## src/rtl/gpio_irq_pkg.sv

```systemverilog
// Shared constants and the register map type for the GPIO interrupt detector.
// Assumes byte-wide registers and an 8-bit byte address.
package gpio_irq_pkg;

    localparam int NUM_PORTS = 3;
    localparam int ADDR_W    = 8;

    // Byte addresses of one port's registers.
    typedef struct packed {
        logic [ADDR_W-1:0] kind;
        logic [ADDR_W-1:0] pol;
        logic [ADDR_W-1:0] ack;
        logic [ADDR_W-1:0] en;
        logic [ADDR_W-1:0] deb;
        logic [ADDR_W-1:0] pend;
        logic              has_pend;
    } port_map_t;

    // Address map per port index: 0 = A, 1 = B, 2 = F.
    function automatic port_map_t map_of(input int idx);
        port_map_t m;
        case (idx)
            0: m = '{kind: 8'h90, pol: 8'h94, ack: 8'h98, en: 8'h9C,
                     deb: 8'hA8, pend: 8'hA0, has_pend: 1'b1};
            1: m = '{kind: 8'hAC, pol: 8'hB0, ack: 8'hB4, en: 8'hB8,
                     deb: 8'hC4, pend: 8'hBC, has_pend: 1'b1};
            default: m = '{kind: 8'h4C, pol: 8'h50, ack: 8'h54, en: 8'h58,
                     deb: 8'h64, pend: 8'h00, has_pend: 1'b0};
        endcase
        return m;
    endfunction

endpackage

```

## src/rtl/gpio_irq_filter.sv

```systemverilog
// One input line: two-flop synchroniser followed by an optional stability
// filter. Assumes tick is a single-cycle pulse from a shared divider.
// Output q is the synchronised value when deb_en is 0, else the filtered one.
module gpio_irq_filter #(
    parameter int DEB_STABLE = 4
) (
    input  logic clk,
    input  logic rst_n,
    input  logic pin,
    input  logic deb_en,
    input  logic tick,
    output logic q
);
    localparam int CNT_W = (DEB_STABLE > 1) ? $clog2(DEB_STABLE) : 1;
    localparam logic [CNT_W-1:0] LAST = CNT_W'(DEB_STABLE - 1);

    logic             meta;
    logic             sync;
    logic             filt;
    logic [CNT_W-1:0] cnt;

    // Bring the asynchronous pin into the clock domain.
    always_ff @(posedge clk) begin
        if (!rst_n) begin
            meta <= 1'b0;
            sync <= 1'b0;
        end else begin
            meta <= pin;
            sync <= meta;
        end
    end

    // Accept a new value only after DEB_STABLE ticks of continuous difference.
    always_ff @(posedge clk) begin
        if (!rst_n) begin
            filt <= 1'b0;
            cnt  <= '0;
        end else if (!deb_en || sync == filt) begin
            filt <= sync;
            cnt  <= '0;
        end else if (tick) begin
            if (cnt == LAST) begin
                filt <= sync;
                cnt  <= '0;
            end else begin
                cnt <= cnt + 1'b1;
            end
        end
    end

    // Select the qualified input.
    always_comb q = deb_en ? filt : sync;

    // the filtered value must not move before the tick count completes.
    assert_hold_until_stable_R9: assert property (@(posedge clk) disable iff (!rst_n)
        (deb_en && sync != filt && !(tick && cnt == LAST)) |=> $stable(filt));

endmodule

```

## src/rtl/gpio_irq_port.sv

```systemverilog
// One 8-line port: configuration registers, per-line input qualification,
// level and edge detection, edge latches and the pending vector.
// Assumes the bus delivers at most one write per cycle.
module gpio_irq_port #(
    parameter int                     LINES      = 8,
    parameter int                     DEB_STABLE = 4,
    parameter gpio_irq_pkg::port_map_t MAP       = gpio_irq_pkg::map_of(0)
) (
    input  logic                            clk,
    input  logic                            rst_n,
    input  logic                            wr_en,
    input  logic [gpio_irq_pkg::ADDR_W-1:0] addr,
    input  logic [LINES-1:0]                wdata,
    input  logic                            tick,
    input  logic [LINES-1:0]                pins,
    output logic [LINES-1:0]                rd_data,
    output logic [LINES-1:0]                pending
);
    logic [LINES-1:0] kind;
    logic [LINES-1:0] pol;
    logic [LINES-1:0] en_r;
    logic [LINES-1:0] deb;
    logic [LINES-1:0] q;
    logic [LINES-1:0] q_d;
    logic [LINES-1:0] latch;
    logic [LINES-1:0] edge_evt;
    logic [LINES-1:0] level_hit;
    logic [LINES-1:0] clr_ack;
    logic [LINES-1:0] clr_type;
    logic             wr_kind, wr_pol, wr_ack, wr_en_r, wr_deb;

    // Decode write strobes for this port.
    always_comb begin
        wr_kind = wr_en && (addr == MAP.kind);
        wr_pol  = wr_en && (addr == MAP.pol);
        wr_ack  = wr_en && (addr == MAP.ack);
        wr_en_r = wr_en && (addr == MAP.en);
        wr_deb  = wr_en && (addr == MAP.deb);
    end

    // Hold the configuration registers.
    always_ff @(posedge clk) begin
        if (!rst_n) begin
            kind <= '0;
            pol  <= '0;
            en_r <= '0;
            deb  <= '0;
        end else begin
            if (wr_kind) kind <= wdata;
            if (wr_pol)  pol  <= wdata;
            if (wr_en_r) en_r <= wdata;
            if (wr_deb)  deb  <= wdata;
        end
    end

    // Qualify every line through its own synchroniser and filter.
    for (genvar i = 0; i < LINES; i++) begin : g_line
        gpio_irq_filter #(.DEB_STABLE(DEB_STABLE)) filt_i (
            .clk    (clk),
            .rst_n  (rst_n),
            .pin    (pins[i]),
            .deb_en (deb[i]),
            .tick   (tick),
            .q      (q[i])
        );
    end

    // Remember the previous qualified input for edge detection.
    always_ff @(posedge clk) begin
        if (!rst_n) q_d <= '0;
        else        q_d <= q;
    end

    // Detect edges, levels and the latch clear sources.
    always_comb begin
        edge_evt  = kind & ((pol & q & ~q_d) | (~pol & ~q & q_d));
        level_hit = ~kind & ~(pol ^ q);
        clr_ack   = wr_ack ? wdata : '0;
        if (wr_kind)     clr_type = kind ^ wdata;
        else if (wr_pol) clr_type = pol ^ wdata;
        else             clr_type = '0;
    end

    // Latch edges; a new edge beats an acknowledge, a type change beats both.
    always_ff @(posedge clk) begin
        if (!rst_n) latch <= '0;
        else        latch <= ((latch & ~clr_ack) | edge_evt) & ~clr_type;
    end

    // Combine latched edges and live levels under the enable mask.
    always_comb pending = en_r & ((kind & latch) | level_hit);

    // Return the addressed register, zero when not mapped here.
    always_comb begin
        if (addr == MAP.kind)                   rd_data = kind;
        else if (addr == MAP.pol)               rd_data = pol;
        else if (addr == MAP.en)                rd_data = en_r;
        else if (addr == MAP.deb)               rd_data = deb;
        else if (MAP.has_pend && addr == MAP.pend) rd_data = pending;
        else                                    rd_data = '0;
    end

    // an acknowledged line without a fresh edge is clear afterwards.
    assert_ack_clears_R4: assert property (@(posedge clk) disable iff (!rst_n)
        wr_ack |=> ((latch & $past(wdata & ~edge_evt)) == '0));

    // a detected edge is held unless the type registers are written.
    assert_edge_captured_R4: assert property (@(posedge clk) disable iff (!rst_n)
        (|edge_evt && !wr_kind && !wr_pol) |=> ((latch & $past(edge_evt)) == $past(edge_evt)));

    // level-sensitive lines never carry a latched edge.
    assert_level_unlatched_R5: assert property (@(posedge clk) disable iff (!rst_n)
        (latch & ~kind) == '0);

    // a line whose type bit changed has no latched edge afterwards.
    assert_type_change_clears_R7: assert property (@(posedge clk) disable iff (!rst_n)
        wr_kind |=> ((latch & $past(kind ^ wdata)) == '0));

endmodule

```

## src/rtl/gpio_irq_top.sv

```systemverilog
// GPIO interrupt detector for three ports: shared debounce tick divider,
// three port instances, read-data merge and interrupt output combining.
// Assumes pins are asynchronous and the bus is synchronous to clk.
module gpio_irq_top #(
    parameter int LINES      = 8,
    parameter int DEB_DIV    = 4,
    parameter int DEB_STABLE = 4
) (
    input  logic             clk,
    input  logic             rst_n,
    input  logic [7:0]       reg_addr,
    input  logic             reg_wr_en,
    input  logic [LINES-1:0] reg_wdata,
    output logic [LINES-1:0] reg_rdata,
    input  logic [LINES-1:0] pin_a,
    input  logic [LINES-1:0] pin_b,
    input  logic [LINES-1:0] pin_f,
    output logic             irq_ab,
    output logic [LINES-1:0] irq_f
);
    import gpio_irq_pkg::*;

    localparam int DIV_W = (DEB_DIV > 1) ? $clog2(DEB_DIV) : 1;
    localparam logic [DIV_W-1:0] DIV_LAST = DIV_W'(DEB_DIV - 1);

    logic [DIV_W-1:0]                  div_cnt;
    logic                              tick;
    logic [NUM_PORTS-1:0][LINES-1:0]   pins_all;
    logic [NUM_PORTS-1:0][LINES-1:0]   rd_all;
    logic [NUM_PORTS-1:0][LINES-1:0]   pend_all;

    // Free-running divider that paces the debounce samples.
    always_ff @(posedge clk) begin
        if (!rst_n)              div_cnt <= '0;
        else if (div_cnt == DIV_LAST) div_cnt <= '0;
        else                     div_cnt <= div_cnt + 1'b1;
    end

    // Mark the last cycle of each divider period.
    always_comb tick = (div_cnt == DIV_LAST);

    // Gather pins into port order A, B, F.
    always_comb pins_all = {pin_f, pin_b, pin_a};

    // One detector per port, each with its own address map.
    for (genvar p = 0; p < NUM_PORTS; p++) begin : g_port
        gpio_irq_port #(
            .LINES      (LINES),
            .DEB_STABLE (DEB_STABLE),
            .MAP        (map_of(p))
        ) port_i (
            .clk     (clk),
            .rst_n   (rst_n),
            .wr_en   (reg_wr_en),
            .addr    (reg_addr),
            .wdata   (reg_wdata),
            .tick    (tick),
            .pins    (pins_all[p]),
            .rd_data (rd_all[p]),
            .pending (pend_all[p])
        );
    end

    // Merge read data; unmapped addresses yield zero from every port.
    always_comb begin
        reg_rdata = '0;
        for (int p = 0; p < NUM_PORTS; p++) reg_rdata = reg_rdata | rd_all[p];
    end

    // Drive the shared A/B request and the per-line F requests.
    always_comb begin
        irq_ab = (|pend_all[0]) | (|pend_all[1]);
        irq_f  = pend_all[2];
    end

    // the shared request is low whenever both A and B are quiet.
    assert_ab_quiet_R10: assert property (@(posedge clk) disable iff (!rst_n)
        (pend_all[0] == '0 && pend_all[1] == '0) |-> !irq_ab);

endmodule

```

## config.mk

```make
export PLATFORM = sky130hd
export DESIGN_NAME = gpio_irq_top
export DESIGN_NICKNAME = d
export VERILOG_FILES = /design/src/rtl/gpio_irq_pkg.sv /design/src/rtl/gpio_irq_filter.sv /design/src/rtl/gpio_irq_port.sv /design/src/rtl/gpio_irq_top.sv
export SDC_FILE = /design/constraint.sdc
export NUM_CORES = 1
export LEC_CHECK = 0
export BUFFER_PORTS_ARGS = -buffer_cell sky130_fd_sc_hd__buf_2
export CORE_ASPECT_RATIO = 0.8
export CORE_UTILIZATION = 40
export DETAILED_ROUTE_END_ITERATION = 10
export RECOVER_POWER = 50
export SLEW_MARGIN = 20
export SYNTH_ARGS = -nofsm -noshare
export SYNTH_HDL_FRONTEND = slang
export SYNTH_SLANG_ARGS = --single-unit
```

## constraint.sdc

```tcl
create_clock -name clk -period 2.05 [get_ports clk]
set_input_delay 0.1025 -clock clk [delete_from_list [all_inputs] [get_ports clk]]
set_output_delay 0.1025 -clock clk [all_outputs]
set_load 0.02 [all_outputs]
```

==> impl_metrics.yaml, run 1 <==
place:
  port_buffers: 59
  placed_area_um2: 14920
  placed_cells: 2103
  routabilityCongestion: 0.9249
  pre_cts_ws_ns: -0.2471
  place_hpwl_um: 27580
sta:
  min_period_over_period_pct: 130.9
  setup-violations-final: 76
  worst_pin_slew_ns: 0.8718
  finalHoldViolCount: 0
  finalMaxSlewViolations: 0
  hold_slack_ns: 0.02689
  fin_skew_ns: 0.02059
  setup_ws_ns: -0.6342
  finalCriticalPeriod_ns: 2.684
  rsz0062_at_grt: "true"
  fmax_ghz: 0.3726
  slew_headroom_pct: 41.88
  fin_setup_tns_ns: -7.913
synthesis:
  avgSynthCellArea_um2: 8.490
  seq_area_frac_synth_pct: 40.36
  async_flop_share_pct: 0
  synth_edf_count: 0
  synth.distinct_cells: 64
  syn-num-nets: 1670
  yosysWarnings: 0
  syn-instance-count: 1554
  netlist_area_um2: 13190
  ys.flop_type: "dfxtp_1"
  ys_ff_latch: 266
route:
  final_antenna_net_count: 0
  drtIter0Drc: 1040
  avgRoutedWirePerCell_um: 17.90
  drt-total-wl_um: 39690
  vias: 12050
  drc: 0
  viasPerCell: 5.437
  drt-pass1-iter-count: 5
setup_path:
  critical_path_class: "reg -> out"
  worstPathMaxFanout: 3
  start_kind: "flop"
  required_ns: 1.95
  crit_arrival_ns: 2.58
  cp-end-kind: "primary output"
outcome:
  status: "finished with violations"
  violations: "setup timing"
floorplanning:
  initial_core_util_pct: 40.62
  pin_count: 60
  dieArea_um2: 33720
  die_y_um: 164.4
  rows: 59
  core_um2: 32480
  die_width_um: 205.1
clock_tree:
  cts_tree: "yes"
  insertion_delay_ns: 0.59
  path_clk_slew_ns: 0.06
  cts_buffers: 28
  clock_path_buffers: 3
  clock_sinks: 266
  htree_levels: 1
  ctsRootBufferMaster: "clkbuf_16"
layout:
  fin_util_pct: 51.84
  fin_nets: 1888
  stdcell_count: 2217
  drive_gt1_share_pct: 22.93
  stdcell_area_um2: 16840
  syn_to_final_growth_pct: 27.62
flow_run:
  drv_cap: 0
grt:
  gr-total-overflow: 0
  grt_pass1_vias: 11320
  grtUsageTotal_pct: 23.53
  antenna_found_initial: 1
  grt_max_degree: 58
  grt_pass1_wl_um: 62310
hold_path:
  hp-class: "in -> reg"
pwr:
  power_mw: 11.10
  ir_worst_vdd_v: 0.0007260
  p_per_area_nw_per_um2: 659.4
  p_leak_nw: 6.651
==> repair_timing <==
item                                   4_1_cts  5_1_grt
endpoints found under the hold margin       47        0
gates resized for setup                    109       41
buffers inserted                            19        4
setup endpoints to repair                   17       17
pin swaps                                   42       23
hold buffers                                43        0
==> state kept, by name (all words and copies together), names as in the netlist <==
signal	flops
g_port.port_i.en_r	24
g_port.port_i.deb	24
g_port.port_i.q_d	24
g_port.port_i.g_line.filt_i.sync	24
g_port.port_i.kind	24
g_port.port_i.g_line.filt_i.filt	24
g_port.port_i.latch	24
div_cnt	2
g_port.port_i.pol	24
g_port.port_i.g_line.filt_i.meta	24
g_port.port_i.g_line.filt_i.cnt	48
==> cell usage in the layout, fill, tap and decap left out, drive strengths merged, types with 5 or more instances in the layout <==
| cell type | count |
|---|---|
| a211oi | 24 |
| a21boi | 5 |
| a21oi | 122 |
| a221o | 24 |
| a22oi | 38 |
| a31oi | 7 |
| and2 | 67 |
| and3 | 7 |
| buf | 235 |
| clkbuf | 44 |
| dfxtp | 266 |
| dlygate4sd3 | 43 |
| ha | 73 |
| inv | 53 |
| mux2 | 29 |
| mux2i | 89 |
| nand2 | 267 |
| nand3 | 87 |
| nand4 | 5 |
| nor2 | 133 |
| nor2b | 5 |
| nor3 | 7 |
| nor4bb | 5 |
| o211ai | 9 |
| o21ai | 47 |
| o221ai | 24 |
| o22ai | 6 |
| xor2 | 24 |
==> power breakdown <==
group	internal, mW	switching [mW]	leakage [nW]
logic	0.390	0.471	4.06
registers	5.25	0.0485	2.17
clock network	2.78	2.16	0.422
==> critical path, cell delays in order, from the launching register on <==
cell      delay (ns)
dfxtp_2         0.34
mux2i_4         0.20
ha_4            0.27
nor2_2          0.03
o21ai_2         0.11
buf_4           0.13
a21boi_2        0.14
nand4_1         0.19
or3_4           0.45
buf_6           0.14
==> worst paths after layout <==
kind	end	cells past startpoint	slack, ns	start
worst max-delay path	irq_ab	9	-0.63	g_port[0].port_i.deb[7]
worst min-delay path	g_port[2].port_i.pol[3]	3	0.03	reg_wdata[3]
worst max register to register	g_port[1].port_i.latch[3]	8	0.33	g_port[1].port_i.deb[3]
worst min register to register	g_port[2].port_i.g_line[0].filt_i.sync	1	0.42	g_port[2].port_i.g_line[0].filt_i.meta
==> layer usage <==
| layer | global-route usage [%] | wire length, µm | vias to the layer above |
|---|---|---|---|
| li1 | - | - | 5862 |
| met1 | 33.88 | 18780 | 5819 |
| met2 | 36.30 | 17430 | 317 |
| met3 | 3.907 | 2565 | 55 |
| met4 | 6.027 | 908 | 0 |
| met5 | 0.2976 | 0 | - |
==> logic make-up after synthesis <==
kind of cell | Yosys count | synth area share [%]
xor+xnor | 24 | 1.593
buf+inv | 146 | 4.637
simple gates | 601 | 21.06
flops | 266 | 40.36
compound gates | 326 | 16.20
mux | 118 | 9.227
fa+ha+maj | 73 | 6.923
==> synth_stat cells (22+ instances only) <==
cell type / number / area (µm²)
and2_1: 66 / 412.9
a211oi_1: 22 / 165.2
o21ai_0: 47 / 235.2
mux2_2: 29 / 326.6
nor2_1: 131 / 491.7
xor2_1: 24 / 210.2
a221o_1: 24 / 240.2
dfxtp_1: 266 / 5325
clkbuf_1: 59 / 221.5
ha_1: 73 / 913.4
nand2_1: 266 / 998.5
a21oi_1: 122 / 610.6
nand3_1: 86 / 430.4
o221ai_1: 24 / 210.2
mux2i_1: 89 / 890.9
a22oi_1: 38 / 285.3
inv_1: 51 / 191.4
==> final cells by class <==
type / instances / area (µm²)
flip-flops and latches: 266 / 5355
clock buffers: 41 / 789.5
well taps: 427 / 534.3
fillers: 3041 / 15640
inverters: 53 / 198.9
clock inverters: 5 / 78.83
multi-input cells: 1142 / 7632
diodes: 2 / 5.005
repair buffers: 281 / 2245
(Power assumes the default switching activity.)
==> run 2, diff against run 1 <==
--- a/config.mk
+++ b/config.mk
@@ -5,6 +5,7 @@
 export SDC_FILE = /design/constraint.sdc
 export NUM_CORES = 1
 export LEC_CHECK = 0
+export ABC_AREA = 1
 export BUFFER_PORTS_ARGS = -buffer_cell sky130_fd_sc_hd__buf_2
 export CORE_ASPECT_RATIO = 0.8
 export CORE_UTILIZATION = 40
==> impl_metrics.yaml, run 2 <==
synthesis:
  synth_edf_count: 0
  synthTopCellsByCount: "nand2_1, dfxtp_1, inv_1, nor2_1, a21oi_1"
  yosysWarnings: 0
  async_flop_share_pct: 0
  synth.most_common_cell: "nand2_1"
  ys.flop_type: "dfxtp_1"
  syn-num-nets: 1947
  seq_area_frac_synth_pct: 40.46
  avgSynthCellArea_um2: 7.188
  synth_top_area_share_pct: 40.46
  synth.distinct_cells: 28
  yosys.area.top_type: "dfxtp_1"
  netlist_area_um2: 13160
  ys_ff_latch: 266
  syn-instance-count: 1831
  synth_area_leaders: "dfxtp_1, nand2_1, a21oi_1"
place:
  routabilityCongestion: 0.8846
  port_buffers: 59
  place_hpwl_um: 25200
clock_tree:
  path_clk_slew_ns: 0.06
  htree_levels: 1
  ctsRootBufferMaster: "clkbuf_16"
  cts_tree: "yes"
  insertion_delay_ns: 0.56
  cts_buffers: 28
  clock_path_buffers: 3
  clock_sinks: 266
sta:
  finalCriticalPeriod_ns: 2.186
  rsz0062_at_grt: "true"
  fmax_ghz: 0.4575
  fin_skew_ns: 0.01743
  worst_pin_slew_ns: 1.163
  slew_headroom_pct: 22.44
  finalHoldViolCount: 0
  hold_slack_ns: 0.08133
  finalMaxSlewViolations: 0
  min_period_over_period_pct: 106.6
  setup_ws_ns: -0.1360
  setup-violations-final: 9
layout:
  layout_common_cells: "nand2_1, dfxtp_1, inv_1, a21oi_1, nor2_1"
  layout_commonest_cell: "nand2_1"
  largest_register_ffs: 48
  nFillCells: 3161
  fin_nets: 2086
  syn_to_final_growth_pct: 23.70
  register_area_um2: 5405
  drive_gt1_share_pct: 18.94
  multiInputGateArea_um2: 7072
  largest-register: "g_port.port_i.g_line.filt_i.cnt"
  diodes: 0
pwr:
  ir_worst_vdd_v: 0.0005965
  p_per_area_nw_per_um2: 700.0
  p_leak_nw: 7.370
  power_mw: 11.40
floorplanning:
  initial_core_util_pct: 40.52
  core_um2: 32480
  pin_count: 60
  die_width_um: 204.8
  rows: 59
  die_y_um: 164.2
  dieArea_um2: 33640
grt:
  antenna_found_initial: 0
  grt_pass1_wl_um: 59940
  grt_max_degree: 87
  grtUsageTotal_pct: 22.59
  grt_pass1_vias: 11270
  gr-total-overflow: 0
setup_path:
  worstPathCellList: "inv_2 > nand2_2 > o21ai_2 > ha_1 > nand2_1 > nand2_1 > nor2_2 > inv_1 > nand4_1 > nor2_1 > nand2_1 > buf_6"
  cp-end-kind: "primary output"
  crit_family: "simple AND/OR/NAND/NOR gates"
  crit_arrival_ns: 2.08
  critical_path_class: "reg -> out"
  start_kind: "flop"
  crit_top_cell: "nand2_1"
  cp_slowest_cell: "dfxtp_2"
  path_buf_inv: 3
  worstPathMaxFanout: 2
  required_ns: 1.95
  cp_slowest_stage_delay_ns: 0.34
outcome:
  violations: "setup timing"
  status: "finished with violations"
hold_path:
  hp-class: "in -> reg"
route:
  avgRoutedWirePerCell_um: 15.93
  vias: 12220
  drt-pass1-iter-count: 5
  final_antenna_net_count: 0
  drc: 0
  drtIter0Drc: 766
  viasPerCell: 5.053
  drt-total-wl_um: 38510
flow_run:
  drv_cap: 0
==> run 2: layout make-up <==
type | count | share of cell area (%)
clock buffers | 43 | 5.149
clock inverters | 8 | 0.7070
inverters | 236 | 5.441
multi-input cells | 1249 | 43.44
flip-flops and latches | 266 | 33.20
well taps | 427 | 3.282
repair buffers | 189 | 8.784
==> run 2: metrics by stage <==
stage / setup slack (ns) / setup TNS (ns) / area, µm² / util [%] / cells
after floorplan: 0.5318 / 0 / 13160 / - / 1831
after global placement: 0.1604 / 0 / 13960 / 42.97 / 2270
after detailed placement: 0.1656 / 0 / 13960 / 42.97 / 2270
after CTS: -0.1548 / -1.198 / 15960 / 49.14 / 2407
after global routing: -0.2196 / -1.827 / 16280 / 50.12 / 2418
final: -0.1360 / -0.8567 / 16280 / 50.12 / 2418
==> run 2: routing by layer <==
layer / vias to the layer above / global-route usage, % / wire length (µm)
met3: 70 / 3.452 / 2075
met5: - / 0 / 0
met4: 0 / 7.802 / 1248
met1: 5638 / 30.61 / 18070
li1: 6227 / - / -
met2: 284 / 36.43 / 17120
==> run 2: worst register-to-register path: cells and delay by family, from the launching register on <==
| family | cells | cell delay, ns |
|---|---|---|
| AO/OA/AOI/OAI | 1 | 0.18 |
| buffers and inverters | 12 | 1.34 |
| flip-flops | 1 | 0.34 |
==> run 2: where the power goes <==
part | switching, mW | internal [mW] | leakage (nW)
Combinational | 0.481 | 0.287 | 4.72
Clock | 2.16 | 3.17 | 0.472
Sequential | 0.0552 | 5.24 | 2.18
==> run 2: cell families (layout without fill, tap and decap cells) <==
kind of cell             Yosys count  count (layout)  synth area share [%]
AND/OR/NAND/NOR                  714             714                 23.34
AO/OA/AOI/OAI                    415             415                 16.69
buffers and inverters            316             476                 9.440
flip-flops                       266             266                 40.46
adder cells (fa/ha/maj)           73              73                 6.940
XOR/XNOR                          47              47                 3.128
==> run 2: final timing paths <==
path,endpoint,slack (ns),start,depth (start not counted)
worst min register to register,g_port[2].port_i.g_line[5].filt_i.sync,0.41,g_port[2].port_i.g_line[5].filt_i.meta,2
worst max-delay path,irq_ab,-0.14,g_port[1].port_i.g_line[2].filt_i.filt,12
worst min-delay path,g_port[2].port_i.kind[1],0.08,reg_wr_en,4
worst max register to register,g_port[0].port_i.g_line[3].filt_i.filt,0.09,g_port[0].port_i.g_line[3].filt_i.filt,13
==> run 2: timing repair <==
action / 4_1_cts / 5_1_grt
gates cloned: 0 / 0
pin swaps: 57 / 66
setup buffers: 54 / 16
hold buffers: 32 / 0
endpoints found under the setup margin: 17 / 16
resized for setup: 142 / 90
endpoints found under the hold margin: 35 / 0
